## src/rtl/rtree_pkg.sv

```systemverilog
package rtree_pkg;

    // Array geometry; CELLS must be a power of two, at least 2
    parameter int unsigned CELLS  = 8;
    parameter int unsigned VAL_W  = 16;

    localparam int unsigned IDX_W  = $clog2(CELLS);
    localparam int unsigned CNT_W  = IDX_W + 1;
    localparam int unsigned LEVELS = IDX_W;

    // One node of the reduction tree: summary of a contiguous span of cells
    typedef struct packed {
        logic [CNT_W-1:0] cnt;   // selected cells in span
        logic             any;   // span holds a selected cell
        logic [IDX_W-1:0] idx;   // absolute index of leftmost selected cell
        logic [VAL_W-1:0] v;     // its data value
        logic [IDX_W-1:0] lo;    // its lower bound
        logic [IDX_W-1:0] hi;    // its upper bound
    } node_t;

    // Combine a left span with the adjacent right span; left wins priority
    function automatic node_t merge_nodes(input node_t left, input node_t right);
        node_t m;
        m     = left.any ? left : right;
        m.cnt = left.cnt + right.cnt;
        m.any = left.any | right.any;
        return m;
    endfunction

    // Decode an index into a one-hot cell mask, gated by a presence flag
    function automatic logic [CELLS-1:0] idx_mask(input logic present,
                                                  input logic [IDX_W-1:0] idx);
        logic [CELLS-1:0] m;
        m = '0;
        if (present) m[idx] = 1'b1;
        return m;
    endfunction

endpackage

```

## src/rtl/rt_leaf.sv

```systemverilog
module rt_leaf
    import rtree_pkg::*;
#(
    parameter int unsigned POS = 0
) (
    input  logic             sel,
    input  logic [VAL_W-1:0] val,
    input  logic [IDX_W-1:0] lo,
    input  logic [IDX_W-1:0] hi,
    output node_t            node
);

    // An unselected cell contributes a zero payload, so an empty tree yields zeros
    always_comb begin
        node     = '0;
        node.cnt = CNT_W'(sel);
        node.any = sel;
        if (sel) begin
            node.idx = IDX_W'(POS);
            node.v   = val;
            node.lo  = lo;
            node.hi  = hi;
        end
    end

endmodule

```

## src/rtl/rt_level.sv

```systemverilog
module rt_level
    import rtree_pkg::*;
#(
    parameter int unsigned IN_NODES = 8
) (
    input  logic                       clk,
    input  logic                       rst,
    input  logic                       valid_in,
    input  node_t [IN_NODES-1:0]       nin,
    output logic                       valid_out,
    output node_t [IN_NODES/2-1:0]     nout
);

    localparam int unsigned OUT_NODES = IN_NODES / 2;

    node_t [OUT_NODES-1:0] merged;

    generate
        for (genvar j = 0; j < OUT_NODES; j++) begin : g_pair
            assign merged[j] = merge_nodes(nin[2*j], nin[2*j+1]);
        end
    endgenerate

    always_ff @(posedge clk) begin
        if (rst) begin
            nout      <= '0;
            valid_out <= 1'b0;
        end else begin
            nout      <= merged;
            valid_out <= valid_in;
        end
    end

    // Totals on both sides of the register, for the stage checks
    logic [CNT_W-1:0] sum_in, sum_out;
    logic             any_in, any_out;

    always_comb begin
        sum_in = '0;
        any_in = 1'b0;
        for (int i = 0; i < int'(IN_NODES); i++) begin
            sum_in = sum_in + nin[i].cnt;
            any_in = any_in | nin[i].any;
        end
        sum_out = '0;
        any_out = 1'b0;
        for (int i = 0; i < int'(OUT_NODES); i++) begin
            sum_out = sum_out + nout[i].cnt;
            any_out = any_out | nout[i].any;
        end
    end


    cnt_conserve_chk: assert property (@(posedge clk) disable iff (rst)
        !$past(rst) |-> (sum_out == $past(sum_in)));


    any_conserve_chk: assert property (@(posedge clk) disable iff (rst)
        !$past(rst) |-> (any_out == $past(any_in)));


    valid_follow_chk: assert property (@(posedge clk) disable iff (rst)
        !$past(rst) |-> (valid_out == $past(valid_in)));

endmodule

```

## src/rtl/rt_readout.sv

```systemverilog
module rt_readout
    import rtree_pkg::*;
(
    input  logic             clk,
    input  logic             rst,
    input  logic             root_valid,
    input  node_t            root,
    output logic             done,
    output logic [CNT_W-1:0] count,
    output logic             any,
    output logic [CELLS-1:0] sel_out,
    output logic             rd_valid,
    output logic [VAL_W-1:0] rd_val,
    output logic [IDX_W-1:0] rd_lo,
    output logic [IDX_W-1:0] rd_hi
);

    always_comb begin
        done     = root_valid;
        count    = root.cnt;
        any      = root.any;
        sel_out  = idx_mask(root.any, root.idx);
        rd_valid = root.any;
        rd_val   = root.v;
        rd_lo    = root.lo;
        rd_hi    = root.hi;
    end


    any_vs_count_chk: assert property (@(posedge clk) disable iff (rst)
        done |-> (any == (count != '0)));


    single_keep_chk: assert property (@(posedge clk) disable iff (rst)
        done |-> ($countones(sel_out) == (count != '0 ? 1 : 0)));


    none_zero_chk: assert property (@(posedge clk) disable iff (rst)
        (done && count == '0) |-> (!rd_valid && rd_val == '0 && rd_lo == '0 && rd_hi == '0));

endmodule

```

## src/rtl/rt_select_tree.sv

```systemverilog
module rt_select_tree
    import rtree_pkg::*;
(
    input  logic                     clk,
    input  logic                     rst,
    input  logic                     start,
    input  logic [CELLS-1:0]         sel_in,
    input  logic [CELLS*VAL_W-1:0]   cell_val,
    input  logic [CELLS*IDX_W-1:0]   cell_lo,
    input  logic [CELLS*IDX_W-1:0]   cell_hi,
    output logic                     done,
    output logic [CNT_W-1:0]         count,
    output logic                     any,
    output logic [CELLS-1:0]         sel_out,
    output logic                     rd_valid,
    output logic [VAL_W-1:0]         rd_val,
    output logic [IDX_W-1:0]         rd_lo,
    output logic [IDX_W-1:0]         rd_hi
);

    // stg[k] holds the CELLS>>k nodes of tree level k; upper entries unused
    node_t [CELLS-1:0] stg [LEVELS+1];
    logic  [LEVELS:0]  vld;

    assign vld[0] = start;

    generate
        for (genvar i = 0; i < CELLS; i++) begin : g_leaf
            rt_leaf #(.POS(i)) u_leaf (
                .sel  (sel_in[i]),
                .val  (cell_val[i*VAL_W +: VAL_W]),
                .lo   (cell_lo[i*IDX_W +: IDX_W]),
                .hi   (cell_hi[i*IDX_W +: IDX_W]),
                .node (stg[0][i])
            );
        end

        for (genvar k = 0; k < LEVELS; k++) begin : g_lvl
            localparam int unsigned NIN  = CELLS >> k;
            localparam int unsigned NOUT = NIN / 2;
            rt_level #(.IN_NODES(NIN)) u_level (
                .clk       (clk),
                .rst       (rst),
                .valid_in  (vld[k]),
                .nin       (stg[k][NIN-1:0]),
                .valid_out (vld[k+1]),
                .nout      (stg[k+1][NOUT-1:0])
            );
            assign stg[k+1][CELLS-1:NOUT] = '0;
        end
    endgenerate

    rt_readout u_out (
        .clk        (clk),
        .rst        (rst),
        .root_valid (vld[LEVELS]),
        .root       (stg[LEVELS][0]),
        .done       (done),
        .count      (count),
        .any        (any),
        .sel_out    (sel_out),
        .rd_valid   (rd_valid),
        .rd_val     (rd_val),
        .rd_lo      (rd_lo),
        .rd_hi      (rd_hi)
    );


    reset_quiet_chk: assert property (@(posedge clk)
        rst |=> (!done && count == '0 && sel_out == '0));

endmodule

```

## config.mk

```make
export PLATFORM = sky130hd
export DESIGN_NAME = rt_select_tree
export DESIGN_NICKNAME = d
export VERILOG_FILES = /design/src/rtl/rtree_pkg.sv /design/src/rtl/rt_leaf.sv /design/src/rtl/rt_level.sv /design/src/rtl/rt_readout.sv /design/src/rtl/rt_select_tree.sv
export SDC_FILE = /design/constraint.sdc
export NUM_CORES = 1
export LEC_CHECK = 0
export CAP_MARGIN = 20
export CORE_ASPECT_RATIO = 0.5
export CORE_MARGIN = 1
export CORE_UTILIZATION = 45
export CTS_CLUSTER_SIZE = 28
export DETAILED_ROUTE_END_ITERATION = 10
export PLACE_DENSITY_LB_ADDON = 0.25
export SLEW_MARGIN = 20
export SYNTH_ARGS = -nofsm -noshare
export SYNTH_HDL_FRONTEND = slang
export SYNTH_SLANG_ARGS = --single-unit
```

## constraint.sdc

```tcl
create_clock -name clk -period 3 [get_ports clk]
set_input_delay 0.3 -clock clk [delete_from_list [all_inputs] [get_ports clk]]
set_output_delay 0.3 -clock clk [all_outputs]
set_load 0.02 [all_outputs]
```

; ---- Word level (Yosys, flattened, before mapping)
; Cells that the tools add are included.
[op_classes]
n_lt_le_gt_ge = 2
add_sub_neg = 7
reduce_logical = 5
bitwise = 7
muxes = 14
[op_table]
columns = cell, count
row1 = 2-to-1 mux 25 bit, 7
row2 = 2-to-1 mux 24 bit, 2
row3 = 2-to-1 mux 23 bit, 1
row4 = 2-to-1 mux 22 bit, 1
row5 = adder 1 x 1 -> 2 bit, 4
row6 = 2-to-1 mux 8 bit, 1
row7 = OR reduction 2 bit, 4
row8 = OR 1 bit, 7
row9 = adder 2 x 2 -> 3 bit, 2
row10 = adder 4 bit, 1
row11 = "less-than comparator 3 x 4 -> 1 bit, second input constant", 1
row12 = demux 1 bit (select 3 bit), 1
row13 = "greater-or-equal comparator 3 x 1 -> 1 bit, second input constant", 1
row14 = logical AND 1 bit, 1
row15 = 2-to-1 mux 1 bit, 1
[totals]
register_bits = 203
inputBits = 187
word_cells = 83
out_inout_bits = 37

; ---- Logic depth before layout (Yosys ltp)
[logic_depth]
depth_word = 5
depth_mapped = 5
depth_no_buf = 5

; ---- Hierarchy
; Synthesis repeated with hierarchy kept, for this count alone.
[hier_totals]
hier_cells = 1030
hier_area_um2 = 10333.7
[by_module_without_submodules]
columns = module, area_each_um2, seq_area_each_um2, cells_per_inst, n_inst
row1 = rt_level at g_lvl[0].u_level, 4595.7, 2422.3, 417, 1
row2 = rt_level at g_lvl[1].u_level, 2303.5, 1221.2, 207, 1
row3 = rt_leaf, 244.0, 0.0, 33, 8
row4 = rt_level at g_lvl[2].u_level, 1169.9, 620.6, 105, 1
row5 = rt_readout, 312.8, 0.0, 37, 1

; ---- Worst setup path before layout
; OpenSTA, ideal clock, no wires.
[synth_path]
kind = register to output
startpoint = register g_lvl[2].u_level.nout (netlist bit g_lvl[2].u_level.any_out)
endpoint = output port sel_out[0]
required_ns = 2.700
arrival_ns = 1.067
stages_incl_launch_ff = 3
n_path_buf = 0
setup_slack_ns = 1.633
cell_sequence = dfxtp_1 -> nand2b_1 -> nor3_1
[synth_between]
elab_chain_cells = 1
[synth_lines]
columns = element, line_no
row1 = start: declaration, rt_level.sv:11  ; output node_t [IN_NODES/2-1:0] nout
row2 = start signal: assignment, rt_level.sv:29  ; nout <= merged;
row3 = 2-to-1 mux 8 bit, rtree_pkg.sv:35  ; if (present) m[idx] = 1'b1;
row4 = end: declaration, rt_select_tree.sv:14  ; output logic [CELLS-1:0] sel_out,
; Every way passes these cells.

; ---- Final worst setup path
[layout_path]
startpoint = register g_lvl[2].u_level.nout (netlist bit g_lvl[2].u_level.any_out)
endpoint = output port sel_out[4]
; Same word-level chain as after synthesis.

==> results_dict.tcl <==
set metrics [dict create \
    status "complete, no violations" \
    worstSetupEndpoint "sel_out[4]" \
    reg2reg_depth 2 \
    drive_above_1_share_pct 13.52 \
    synth_fp_nets 975 \
    hp-class "primary input to flip-flop" \
    die_w_um 189.4 \
    grt_max_degree 94 \
    die_y_um 95.72 \
    ys_async_sr_fraction_pct 0 \
    syn-instance-count 772 \
    dpl.hpwl_mm 11.75 \
    htreeDepth 4 \
    hold_violations 0 \
    place_ws_ps 1153 \
    clk_pin_slew_worst_paths_ps 70 \
    crit_fanout 4 \
    synth.avg_cell_area_um2 10.24 \
    cts_buffers 17 \
    clk_latency_ps 420 \
    synth_seq_area_share_pct 49.14 \
    drc 0 \
    worstReg2RegStart "g_lvl[1].u_level.nout[25]$_SDFF_PP0_" \
    cts_tree "built" \
    worst_pin_slew_ps 821.2 \
    core_um2 16760 \
    die_area_um2 18130 \
    overflow 0 \
    area_delta_synth_final_pct 31.33 \
    arrival_ps 1710 \
    synth_top_area_share_pct 49.14 \
    fin_crit_ps 2015 \
    max_cap_viol_count 0 \
    routed_wl_mm 16.11 \
    port_buffers 223 \
    ir_worst_vdd_uv 435.9 \
    rows 33 \
    routed-via-count 5483 \
    antenna_cells 0 \
    ys_top_cells_by_area "dfxtp_1 49%, a21oi_2 8.9%, mux2i_1 8.9%, nand3b_1 8.4%, nor2_1 4.5%" \
    slew_headroom_pct 45.25 \
    synth-seq-cells 194 \
    p_clk_share_pct 39.1 \
    crit_family "buffers and inverters" \
    switchingPower_w 0.001345 \
    swShare_pct 23.65 \
    ant_nets 0 \
    synth_compound_area_share_pct 9.467 \
    slew_viol_final 0 \
    synth_top_family_by_area "simple AND/OR/NAND/NOR gates" \
    antenna_found_initial 0 \
    tns_ps 0 \
    root_buffer "clkbuf_16" \
    drt-vias-per-instance 4.643 \
    drtIter0Drc 190 \
    crit_start "g_lvl[2].u_level.any_out$_SDFF_PP0_" \
    synth_enable_flop_cells 0 \
    cts.sinks 194 \
    fin_hold_ws_ps 434.0 \
    power_w 0.005686 \
    p_leak_nw 3.970 \
    synthMuxAreaShare_pct 8.865 \
    cp_slowest_cell "clkdlybuf4s50_1" \
    grt_pass1_wl_mm 25.59 \
    p_seq_share_pct 48.6 \
    syn_area_um2 7904 \
    io_pins 224 \
    path_class "flip-flop to output pin" \
    crit_cells 3 \
    synthDistinctLibCells 21 \
    required_ps 2700 \
    hold_buffers 0 \
    crit_path_end_kind "output pin" \
    comb_power_share_pct 12.3 \
    finalSetupViolCount 0 \
    max_freq_mhz 496.3 \
    slowest_delay_ps 640 \
    worst_slack_ps 985.2 \
    synth_top_area_cell "dfxtp_1" \
    power_density_nw_per_um2 547.8 \
    dp_cells 1149 \
    cts_setup_buffers 0 \
    reg2reg_slack_ps 1620 \
    startpoint_type "flip-flop" \
    grt_pass1_vias 5306 \
    rsz0062_at_grt "no" \
    yosys-top-cells-count "194 x dfxtp_1, 94 x nor2_1, 90 x nand2_1" \
    worst-path-buf-inv 1 \
    yosys.area_share.simple_pct 19.36 \
    yosysMostFrequentCell "dfxtp_1" \
    finalNonFillerCells 1181 \
    synthAdderAreaFrac_pct 2.818 \
    p_int_w 0.004342 \
    clock_path_buffers 2 \
    routedWlPerCell_um 13.64 \
    regToRegEndpoint "g_lvl[2].u_level.nout[6]$_SDFF_PP0_" \
    grt.total_usage_pct 17.98 \
    synthXorXnorAreaFrac_pct 0.1108 \
    gp_congestion 0.7779 \
    first_pass_iters 4 \
    initial_core_util_pct 47.15 \
    synthFlopType "dfxtp_1" \
    finalClockSkew_ps 12.27 \
    fin_nets 1144 \
    cts.repair.resized 0 \
    synth_warnings 0 \
    crit_chain "nand2_1 -> nor3_1 -> clkdlybuf4s50_1" \
    post-route-period-util_pct 67.16 \
]
==> worst min-delay path by stage <==
stage                                                from                                     to  slack, ps  cells after the start
floorplan            g_lvl[1].u_level.nout[55]$_SDFF_PP0_    g_lvl[2].u_level.any_out$_SDFF_PP0_        410                      2
global placement    g_lvl[1].u_level.valid_out$_SDFF_PP0_  g_lvl[2].u_level.valid_out$_SDFF_PP0_        420                      1
detailed placement   g_lvl[1].u_level.nout[55]$_SDFF_PP0_    g_lvl[2].u_level.any_out$_SDFF_PP0_        430                      2
CTS                                         cell_val[110]  g_lvl[0].u_level.nout[110]$_SDFF_PP0_        420                      3
global route                                 cell_val[42]   g_lvl[0].u_level.nout[46]$_SDFF_PP0_        430                      3
finish                                      cell_val[100]  g_lvl[0].u_level.nout[100]$_SDFF_PP0_        430                      3
==> sequential cells by signal, summed over array words and instances (netlist names) <==
register                 cells
g_lvl.u_level.any_out        1
g_lvl.u_level.nout         190
g_lvl.u_level.valid_out      3
==> layer usage <==
| metal | track usage (%) | part of all wire [%] |
|---|---|---|
| met5 | 0 | 0 |
| met4 | 4.906 | 0.89 |
| met3 | 3.573 | 2.8 |
| met2 | 33.12 | 52 |
| met1 | 21.62 | 44 |
==> logic make-up (layout without fill, tap and decap cells) <==
logic type | after synthesis | in the layout
adder cells (fa/ha/maj) | 16 | 16
AND/OR/NAND/NOR | 299 | 299
multiplexers | 70 | 70
AO/OA/AOI/OAI | 89 | 89
flip-flops | 194 | 194
buffers and inverters | 103 | 285
XOR/XNOR | 1 | 1
==> power groups by stage <==
stage / clock network (W) / registers (W) / logic [W]
2_1_floorplan: 0 / 0.00280 / 0.000439
5_1_grt: 0.00240 / 0.00278 / 0.000767
4_1_cts: 0.00228 / 0.00276 / 0.000710
3_5_place_dp: 0 / 0.00282 / 0.000707
6_report: 0.00222 / 0.00276 / 0.000702
3_3_place_gp: 0 / 0.00282 / 0.000691
==> per-stage QoR <==
| stage | util, % | area [um2] |
|---|---|---|
| CTS | 61.92 | 10380 |
| finish | 61.92 | 10380 |
| floorplan | - | 7904 |
| global route | 61.92 | 10380 |
| global placement | 58.40 | 9789 |
| detailed placement | 58.40 | 9789 |
==> cell type report <==
class	instances	area, um2
Fill cell	1444	6384
Sequential cell	194	3885
Multi-Input combinational cell	475	3211
Timing Repair Buffer	236	2346
Clock buffer	20	456.7
Tap cell	227	284.0
Clock inverter	12	133.9
Inverter	17	63.81
==> placed cells by master, fill, tap and decap left out, drive strengths merged, types with 7 or more instances in the layout <==
master / instances
a21oi: 88
buf: 13
clkbuf: 21
clkdlybuf4s50: 222
dfxtp: 194
ha: 13
inv: 26
mux2i: 70
nand2: 90
nand3b: 88
nor2: 94
nor2b: 14
nor3: 7
==> tightest hold or removal path, cell delays in order <==
cell,delay (ps)
clkdlybuf4s50_1,390
nand2_1,80
a21oi_2,50
Power figures use the tool's default switching activity.
